[config.mk]
export PLATFORM = sky130hd
export DESIGN_NAME = lbt_loopback_tester
export DESIGN_NICKNAME = d
export VERILOG_FILES = /design/src/rtl/lbt_pkg.sv /design/src/rtl/lbt_pattern_rom.sv /design/src/rtl/lbt_sync2.sv /design/src/rtl/lbt_fault_acc.sv /design/src/rtl/lbt_loopback_tester.sv
export SDC_FILE = /design/constraint.sdc
export NUM_CORES = 1
export LEC_CHECK = 0
export BUFFER_PORTS_ARGS = -buffer_cell sky130_fd_sc_hd__clkbuf_2
export CORE_ASPECT_RATIO = 2
export CORE_MARGIN = 2
export CORE_UTILIZATION = 51
export CTS_CLUSTER_DIAMETER = 120
export CTS_CLUSTER_SIZE = 8
export DETAILED_ROUTE_END_ITERATION = 8
export GPL_ROUTABILITY_DRIVEN = 0
export GPL_TIMING_DRIVEN = 0
export PLACE_DENSITY = 0.76
export SYNTH_ARGS = -nofsm -noshare
export SYNTH_HDL_FRONTEND = slang
export SYNTH_SLANG_ARGS = --single-unit
[constraint.sdc]
create_clock -name clk -period 2.1 [get_ports clk]
set_input_delay 0.105 -clock clk [delete_from_list [all_inputs] [get_ports clk]]
set_output_delay 0.105 -clock clk [all_outputs]
set_load 0.005 [all_outputs]
[src/rtl/lbt_pkg.sv]
// Package: shared types for the loopback tester.
// Assumes: nothing beyond a standard SystemVerilog elaborator.
package lbt_pkg;
    typedef enum logic {
        ST_IDLE = 1'b0,
        ST_RUN  = 1'b1
    } lbt_state_e;
endpackage

[src/rtl/lbt_pattern_rom.sv]
// Module: maps a step index to its test word.
// The alternating word is computed per bit, and its complement is also used.
// Assumes: step is in the range 0 to 6; higher values give all ones.
module lbt_pattern_rom #(
    parameter int WIDTH  = 8,
    parameter int STEP_W = 3
) (
    input  logic [STEP_W-1:0] step,
    output logic [WIDTH-1:0]  word
);
    logic [WIDTH-1:0] alt;

    // Build the alternating word: odd bits set, even bits clear.
    for (genvar i = 0; i < WIDTH; i++) begin : g_alt
        assign alt[i] = (i % 2) == 1;
    end

    // Select the word for the current step.
    always_comb begin
        case (step)
            STEP_W'(0): word = '0;
            STEP_W'(1): word = '1;
            STEP_W'(2): word = '0;
            STEP_W'(3): word = alt;
            STEP_W'(4): word = ~alt;
            STEP_W'(5): word = alt;
            default:    word = '1;
        endcase
    end
endmodule

[src/rtl/lbt_sync2.sv]
// Module: two-flop synchronizer for the returned word.
// Assumes: each bit is treated independently, and the returned word is stable
// across the settle window so that skew between bits is harmless.
module lbt_sync2 #(
    parameter int WIDTH = 8
) (
    input  logic             clk,
    input  logic             rst_n,
    input  logic [WIDTH-1:0] d,
    output logic [WIDTH-1:0] q
);
    logic [WIDTH-1:0] meta;

    // Pass the input through two register stages.
    always_ff @(posedge clk) begin
        if (!rst_n) begin
            meta <= '0;
            q    <= '0;
        end else begin
            meta <= d;
            q    <= meta;
        end
    end
endmodule

[src/rtl/lbt_fault_acc.sv]
// Module: accumulates mismatches and per-bit evidence for classification.
// Assumes: clear and capture are never high together; outputs are only
// meaningful once every word of a run has been captured.
module lbt_fault_acc #(
    parameter int WIDTH = 8
) (
    input  logic             clk,
    input  logic             rst_n,
    input  logic             clear,
    input  logic             capture,
    input  logic [WIDTH-1:0] sent,
    input  logic [WIDTH-1:0] got,
    output logic [WIDTH-1:0] mask,
    output logic [WIDTH-1:0] mask_next,
    output logic [WIDTH-1:0] stuck1,
    output logic [WIDTH-1:0] stuck0
);
    logic [WIDTH-1:0] zero_ok;
    logic [WIDTH-1:0] one_ok;

    // Mask after the current compare, used by the parent to decide pass.
    assign mask_next = mask | (capture ? (sent ^ got) : '0);

    // Sticky mismatch mask, plus records of each bit returning 0 or 1 correctly.
    always_ff @(posedge clk) begin
        if (!rst_n || clear) begin
            mask    <= '0;
            zero_ok <= '0;
            one_ok  <= '0;
        end else if (capture) begin
            mask    <= mask | (sent ^ got);
            zero_ok <= zero_ok | (~sent & ~got);
            one_ok  <= one_ok | (sent & got);
        end
    end

    // A failing bit with no correct 0 is stuck high; with no correct 1, stuck low.
    assign stuck1 = mask & ~zero_ok;
    assign stuck0 = mask & ~one_ok;
endmodule

[src/rtl/lbt_loopback_tester.sv]
// Module: top-level sequencer for the loopback fault test.
// Drives seven test words in turn. Each word is held for the latched settle
// time plus the synchronizer delay, then the synchronized return is compared
// with it. Assumes the returned word depends only on the driven word.
module lbt_loopback_tester #(
    parameter int WIDTH    = 8,
    parameter int SETTLE_W = 8
) (
    input  logic                clk,
    input  logic                rst_n,
    input  logic                start,
    input  logic [SETTLE_W-1:0] settle_cycles,
    output logic [WIDTH-1:0]    drive_o,
    input  logic [WIDTH-1:0]    return_i,
    output logic                busy,
    output logic                done,
    output logic                pass,
    output logic [WIDTH-1:0]    fail_mask,
    output logic [WIDTH-1:0]    stuck1_mask,
    output logic [WIDTH-1:0]    stuck0_mask
);
    import lbt_pkg::*;

    localparam int STEPS    = 7;
    localparam int STEP_W   = $clog2(STEPS);
    localparam int SYNC_LAT = 2;
    localparam int CNT_W    = SETTLE_W + 2;

    lbt_state_e          state;
    logic [STEP_W-1:0]   step;
    logic [CNT_W-1:0]    cnt;
    logic [SETTLE_W-1:0] settle_q;
    logic [CNT_W-1:0]    wait_last;
    logic                cmp_now;
    logic                last_step;
    logic [STEP_W-1:0]   rom_step;
    logic [WIDTH-1:0]    rom_word;
    logic [WIDTH-1:0]    ret_sync;
    logic [WIDTH-1:0]    mask_next;
    logic                acc_clear;

    // Compute the last count of a step; a settle time of 0 counts as 1.
    always_comb begin
        wait_last = CNT_W'((settle_q == '0) ? 1 : settle_q) + CNT_W'(SYNC_LAT - 1);
    end

    assign cmp_now   = (state == ST_RUN) && (cnt == wait_last);
    assign last_step = (step == STEP_W'(STEPS - 1));
    assign acc_clear = (state == ST_IDLE) && start;
    assign rom_step  = acc_clear ? '0 : step + STEP_W'(1);
    assign busy      = (state == ST_RUN);

    lbt_pattern_rom #(.WIDTH(WIDTH), .STEP_W(STEP_W)) u_rom (
        .step (rom_step),
        .word (rom_word)
    );

    lbt_sync2 #(.WIDTH(WIDTH)) u_sync (
        .clk   (clk),
        .rst_n (rst_n),
        .d     (return_i),
        .q     (ret_sync)
    );

    lbt_fault_acc #(.WIDTH(WIDTH)) u_acc (
        .clk       (clk),
        .rst_n     (rst_n),
        .clear     (acc_clear),
        .capture   (cmp_now),
        .sent      (drive_o),
        .got       (ret_sync),
        .mask      (fail_mask),
        .mask_next (mask_next),
        .stuck1    (stuck1_mask),
        .stuck0    (stuck0_mask)
    );

    // Sequencer: start a run, step through the words, then finish with a done pulse.
    always_ff @(posedge clk) begin
        if (!rst_n) begin
            state    <= ST_IDLE;
            step     <= '0;
            cnt      <= '0;
            settle_q <= '0;
            drive_o  <= '0;
            done     <= 1'b0;
            pass     <= 1'b0;
        end else begin
            done <= 1'b0;
            case (state)
                ST_IDLE: begin
                    if (start) begin
                        state    <= ST_RUN;
                        step     <= '0;
                        cnt      <= '0;
                        settle_q <= settle_cycles;
                        drive_o  <= rom_word;
                        pass     <= 1'b0;
                    end
                end
                default: begin
                    if (cmp_now) begin
                        cnt <= '0;
                        if (last_step) begin
                            state   <= ST_IDLE;
                            drive_o <= '0;
                            done    <= 1'b1;
                            pass    <= (mask_next == '0);
                        end else begin
                            step    <= step + STEP_W'(1);
                            drive_o <= rom_word;
                        end
                    end else begin
                        cnt <= cnt + CNT_W'(1);
                    end
                end
            endcase
        end
    end

    // done lasts a single cycle.
    a_r3_done_one_cycle: assert property (@(posedge clk) disable iff (!rst_n)
        done |=> !done);

    // busy is low in the done cycle.
    a_r3_done_not_busy: assert property (@(posedge clk) disable iff (!rst_n)
        done |-> !busy);

    // the driven word does not change between compares.
    a_r2_drive_held: assert property (@(posedge clk) disable iff (!rst_n)
        (busy && !cmp_now) |=> $stable(drive_o));

    // a start during a run neither ends the run nor moves the step.
    a_r4_start_ignored: assert property (@(posedge clk) disable iff (!rst_n)
        (busy && start && !cmp_now) |=> (busy && $stable(step)));

    // pass is never reported together with a non-zero mask.
    a_r5_pass_clean: assert property (@(posedge clk) disable iff (!rst_n)
        pass |-> (fail_mask == '0));

    // results hold while idle without a start.
    a_r9_results_hold: assert property (@(posedge clk) disable iff (!rst_n)
        (!busy && !start) |=> ($stable(pass) && $stable(fail_mask)));
endmodule

[Word-level counts from Yosys, hierarchy flattened]
Index checks and enable logic that the tools add are counted.
W data, S select, Z words.
Storage, ports and cells
  register bits after elaboration: 72
  bits in latches: 0
  RAM bits: 0
  ROM bits: 0
  input bits: 19
  output and inout bits: 35
  logic and storage cells: 77
  memories: 0
Operators by class
  $add $sub $neg: 3
  $mul: 0
  divide/modulo/power cells: 0
  $lt $le $gt $ge: 0
  eq/ne operators: 9
  shift-type cells: 0
  muxes and demuxes: 24
  bitwise logic cells: 14
  reduce and logical (&&, ||, !) cells: 15
Operators with widths (number)
  $mux W8: 6
  $and A8 B8 Y8: 4
  $not A8 Y8: 4
  $or A8 B8 Y8: 4
  $mux W10: 3
  $pmux W8 S3: 1
  $logic_not A8 Y1: 2
  $mux W3: 5
  $add A10 B1 Y10 const B: 1
  $eq A10 B9 Y1: 1
  $add A8 B1 Y9 const B: 1
  $eq A3 B3 Y1 const B: 3
  $mux W1: 9
  $reduce_and A3 Y1: 3
  $xor A8 B8 Y8: 1
  $eq A3 B2 Y1 const B: 2
  $ne A2 B1 Y1 const B: 2
  $reduce_and A2 Y1: 2
  $reduce_or A2 Y1: 2
  $add A3 B1 Y3 const B: 1
  $logic_not A3 Y1: 1
  $logic_and A1 B1 Y1: 2
  $ne A2 B2 Y1 const B: 1
  $reduce_bool A2 Y1: 1
  3 further kinds: 3

[Logic depth before layout (Yosys ltp)]
  word-level depth: 11
  mapped depth: 10

[Hierarchy]
Synthesis repeated with hierarchy kept, for this count alone.
Unflattened totals
  cell total of the unflattened synthesis: 375
  area total of the unflattened synthesis: 3493.4 um^2
By module, submodules not included
  lbt_loopback_tester: instances 1, cells an instance 208, area each 1789.2 um^2, seq. area each 640.6 um^2
  lbt_fault_acc: instances 1, cells an instance 125, area each 1173.6 um^2, seq. area each 480.5 um^2
  lbt_sync2: instances 1, cells an instance 33, area each 446.7 um^2, seq. area each 320.3 um^2
  lbt_pattern_rom: instances 1, cells an instance 9, area each 83.8 um^2, seq. area each 0.0 um^2

[Worst setup path after synthesis]
OpenSTA, ideal clock, no wires.
  path type: reg-to-reg
  from: register settle_q[1]
  to: register u_acc.one_ok[2]
  data arrival time: 2.134 ns
  required time: 2.033 ns
  path slack: -0.101 ns
  cell stages (with the launch flop): 11
  path buffers: 4
  clock period less this slack: 2.201 ns
  cells stage by stage: dfxtp_1 buf_2 nand4_2 nor2_1 or4b_1 a211o_1 buf_6 or2_4 buf_6 buf_8 o21ai_2
On the way
  longest elaborated chain between the ends: 5
RTL lines
  from (decl): RTL line lbt_loopback_tester.sv:32  | logic [SETTLE_W-1:0] settle_q;
  from (signal assigned): RTL line lbt_loopback_tester.sv:96  | settle_q <= settle_cycles;
  $logic_not A8 Y1: RTL line lbt_loopback_tester.sv:44  | wait_last = CNT_W'((settle_q == '0) ? 1 : settle_q) + CNT_W'(SYNC_LAT - 1);
  $mux W8 (*): RTL line lbt_loopback_tester.sv:44
  $add A8 B1 Y9 (*): RTL line lbt_loopback_tester.sv:44
  $eq A10 B9 Y1 (*): RTL line lbt_loopback_tester.sv:47  | assign cmp_now = (state == ST_RUN) && (cnt == wait_last);
  $logic_and A1 B1 Y1 (*): RTL line lbt_loopback_tester.sv:47
  to (signal assigned): RTL line lbt_fault_acc.sv:33  | one_ok <= one_ok | (sent & got);
  to (decl): RTL line lbt_fault_acc.sv:19  | logic [WIDTH-1:0] one_ok;
Every way passes the cells marked *; elsewhere a longest branch is shown, timed or not.
A chain may end at the register's enable or synchronous reset.

[Worst setup path in the final report]
  from: register settle_q[3]
  to: register u_acc.one_ok[3]
Same word-level chain as after synthesis.

==> results.tsv <==
stage	metric	value	unit
place	placed cell area	3660	µm²
worst_setup_path	worst reg2reg setup slack	-0.20	ns
global_routing	total gr overflow	0	
sta	RSZ-0062 raised after global routing	true	
drt	post-route ant nets	0	
status	status	complete, but fails checks	
worst_setup_path	crit path DAT	2.57	ns
final_layout	Final Util	69.6	%
power_and_ir_drop	static leakage	1.87	nW
logic_synthesis	Syn Area/Cell	8.39	µm²
power_and_ir_drop	power density cells	696	nW/µm²
sta	worst rel slew slack	34.7	%
sta	Hold Worst Slack	0.0142	ns
worst_setup_path	reg2reg path depth	8	
logic_synthesis	asr flop ratio synth	0	%
status	failing checks	setup timing	
sta	fmax	435	MHz
worst_setup_path	Crit. End Element	register	
worst_setup_path	worst path required time	2.37	ns
global_routing	Total Routing Usage GR	24.6	%
worst_setup_path	Crit. Startpoint	settle_q[3]$_SDFFE_PN0P_	
drt	via count	2989	
logic_synthesis	count leader, synth	nand2_1	
final_layout	Post-layout nets	507	
min_path	Hold Crit Depth	3	
global_routing	largest net degree at the start of global routing	12	
sta	Tmin final	2.30	ns
worst_setup_path	reg2reg end	u_acc.one_ok[3]$_SDFFE_PP0P_	
final_layout	Fillers	505	
global_routing	initial antenna violation count	0	
worst_setup_path	Crit Path Class	reg2reg	
logic_synthesis	top cells by area, synth	dfxtp_1, nand2_1, ha_1	
sta	worst setup margin	-0.198	ns
logic_synthesis	register bit total from synthesis	66	
drt	DR iter-0 viols	111	
min_path	Tightest Hold Check Type	in2reg	
drt	Post-Route WL	8490	µm
run	Max-cap violations	0	
sta	Worst Tran Pin Value	0.977	ns
sta	final period utilization	109	%
floorplan	I/O pin count	54	
logic_synthesis	mapped cell area	3260	µm²
sta	Slew Viols, Final	0	
clock_tree	H-tree Lvls	3	
logic_synthesis	yosys warns	0	
clock_tree	clk_lat worst skew	0.33	ns
drt	vias per cell	5.34	
clock_tree	clk buf depth	2	
drt	DRC errors left	0	
clock_tree	clock sink count	66	
floorplan	die area	7100	µm²
min_path	hold path start	settle_cycles[1]	
clock_tree	CTS Root Cell	clkbuf_16	
final_layout	layout cell share with drive strength beyond 1	30.8	%
logic_synthesis	post-synth net total	427	
final_layout	design area	4360	µm²
logic_synthesis	register area share after synthesis	40.5	%
final_layout	ANT cells	0	
logic_synthesis	EDFF count, synth	0	
floorplan	FP Rows	41	
logic_synthesis	Distinct cells, synth	51	
sta	final hold vios	0	
logic_synthesis	Synth Instances	389	
global_routing	first-pass GRT wire length	12800	µm
global_routing	vias in the first global route	2891	
clock_tree	Worst-path clk slew	0.05	ns
min_path	Hold Path Sink	settle_q[1]$_SDFFE_PN0P_	
place	number of I/O port buffers	53	
sta	worst clock skew	0.00497	ns
clock_tree	CTS buffer count	9	
floorplan	Die X	60.6	µm
sta	Final setup viols	38	
worst_setup_path	Startpoint Class	register	
logic_synthesis	share of the synthesized area in the top cell type	40.5	%
sta	Fin Setup TNS	-4.17	ns
floorplan	Starting Density	52.2	%
logic_synthesis	Commonest cells post-synth	nand2_1, dfxtp_1, o21ai_0	
final_layout	synthesis-to-layout area growth	33.5	%
logic_synthesis	Post-synth top flop	dfxtp_1	
logic_synthesis	Synth area leader	dfxtp_1	
drt	Wirelength per Cell	15.2	µm
drt	drt pass-1 iters	5	
worst_setup_path	CP Max Fanout	6	
floorplan	die height	117	µm
power_and_ir_drop	maximum VDD drop	0.618	mV
floorplan	Core Box Area	6260	µm²
place	DP HPWL	5770	µm
worst_setup_path	R2R Path Start	settle_q[3]$_SDFFE_PN0P_	
clock_tree	CTS tree	yes	
critical path, cell delays in order, from the launching register on:
cell	delay (ns)
dfxtp_2	0.42
xor2_2	0.27
mux2_4	0.21
a21oi_2	0.05
or4_4	0.56
or2_4	0.31
buf_8	0.15
clkbuf_16	0.16
o21ai_2	0.10
flip-flops by register name, summed over array words and instances, names as in the netlist:
register and count:
cnt 10, u_acc.one_ok 8, u_acc.zero_ok 8, pass 1
u_sync.q 8, done 1, busy 1, settle_q 8
u_sync.meta 8, u_acc.mask 8, step 3, drive_o 2
worst max-delay path by stage:
stage,slack (ns),depth (start not counted),endpoint
after floorplan,-0.02,10,step[2]$_SDFFE_PN0P_
after global placement,-0.18,8,u_acc.zero_ok[2]$_SDFFE_PP0P_
after detailed placement,-0.28,8,u_acc.one_ok[1]$_SDFFE_PP0P_
after CTS,-0.18,10,u_acc.one_ok[6]$_SDFFE_PP0P_
after global routing,-0.24,8,u_acc.one_ok[2]$_SDFFE_PP0P_
final,-0.20,8,u_acc.one_ok[3]$_SDFFE_PP0P_
report_power, final:
group | internal (mW) | leakage, nW | switching, mW
clock network | 0.914 | 0.136 | 0.530
registers | 1.28 | 0.541 | 0.0361
logic | 0.123 | 1.19 | 0.145
cell type report:
type,instances,area [µm²],area share [%]
tap,86,108,2.47
timing repair buffer,75,513,11.8
clock buffer,11,233,5.34
sequential,66,1340,30.6
multi-input combinational,283,1910,43.9
buffer,21,153,3.50
inverter,13,48.8,1.12
clock inverter,5,55.1,1.26
through the flow:
step | instances | setup WS (ns) | total power [mW]
2_1_floorplan | 389 | -0.0205 | 1.47
3_3_place_gp | 528 | -0.178 | 1.54
3_5_place_dp | 528 | -0.281 | 1.55
4_1_cts | 561 | -0.177 | 3.02
5_1_grt | 560 | -0.241 | 3.12
6_report | 560 | -0.198 | 3.03
layout by cell type (no fill, tap or decap), drive strengths merged, types with 3 or more instances in the layout:
cell / n
ha: 19
nor4: 8
and3: 7
a21oi: 3
dlygate4sd3: 13
dfxtp: 66
nor2: 7
nand2: 91
buf: 16
nor2b: 20
xor2: 4
inv: 13
clkbuf: 78
nor3: 6
mux2i: 3
o21ai: 34
and2: 19
nand3: 7
a22oi: 4
xnor2: 5
a21boi: 9
nor3b: 4
o311ai: 5
per-layer routing:
layer  up-vias  GRT usage, %  wire (µm)
li1       1477             -          -
met4         0          16.7        444
met3        33          4.51        348
met2       106          46.9       4930
met5         -             0          0
met1      1373          21.8       2760
what timing repair did:
action / 4_1_cts / 5_1_grt
hold buffers: 13 / 0
resized for setup: 42 / 39
setup buffers: 5 / 0
pin swaps: 15 / 8
setup endpoints to repair: 41 / 41
endpoints found under the hold margin: 13 / 0
cloned: 2 / 2
logic make-up (layout without fill, tap and decap cells):
family	after synthesis	count (layout)	share of synthesized area (%)
simple gates	185	185	28.7
xor+xnor	9	9	2.41
buf+inv	40	125	6.13
fa+ha+maj	19	19	7.28
compound gates	65	65	13.4
mux	5	5	1.61
flops	66	66	40.5
Power figures use the tool's default switching activity.
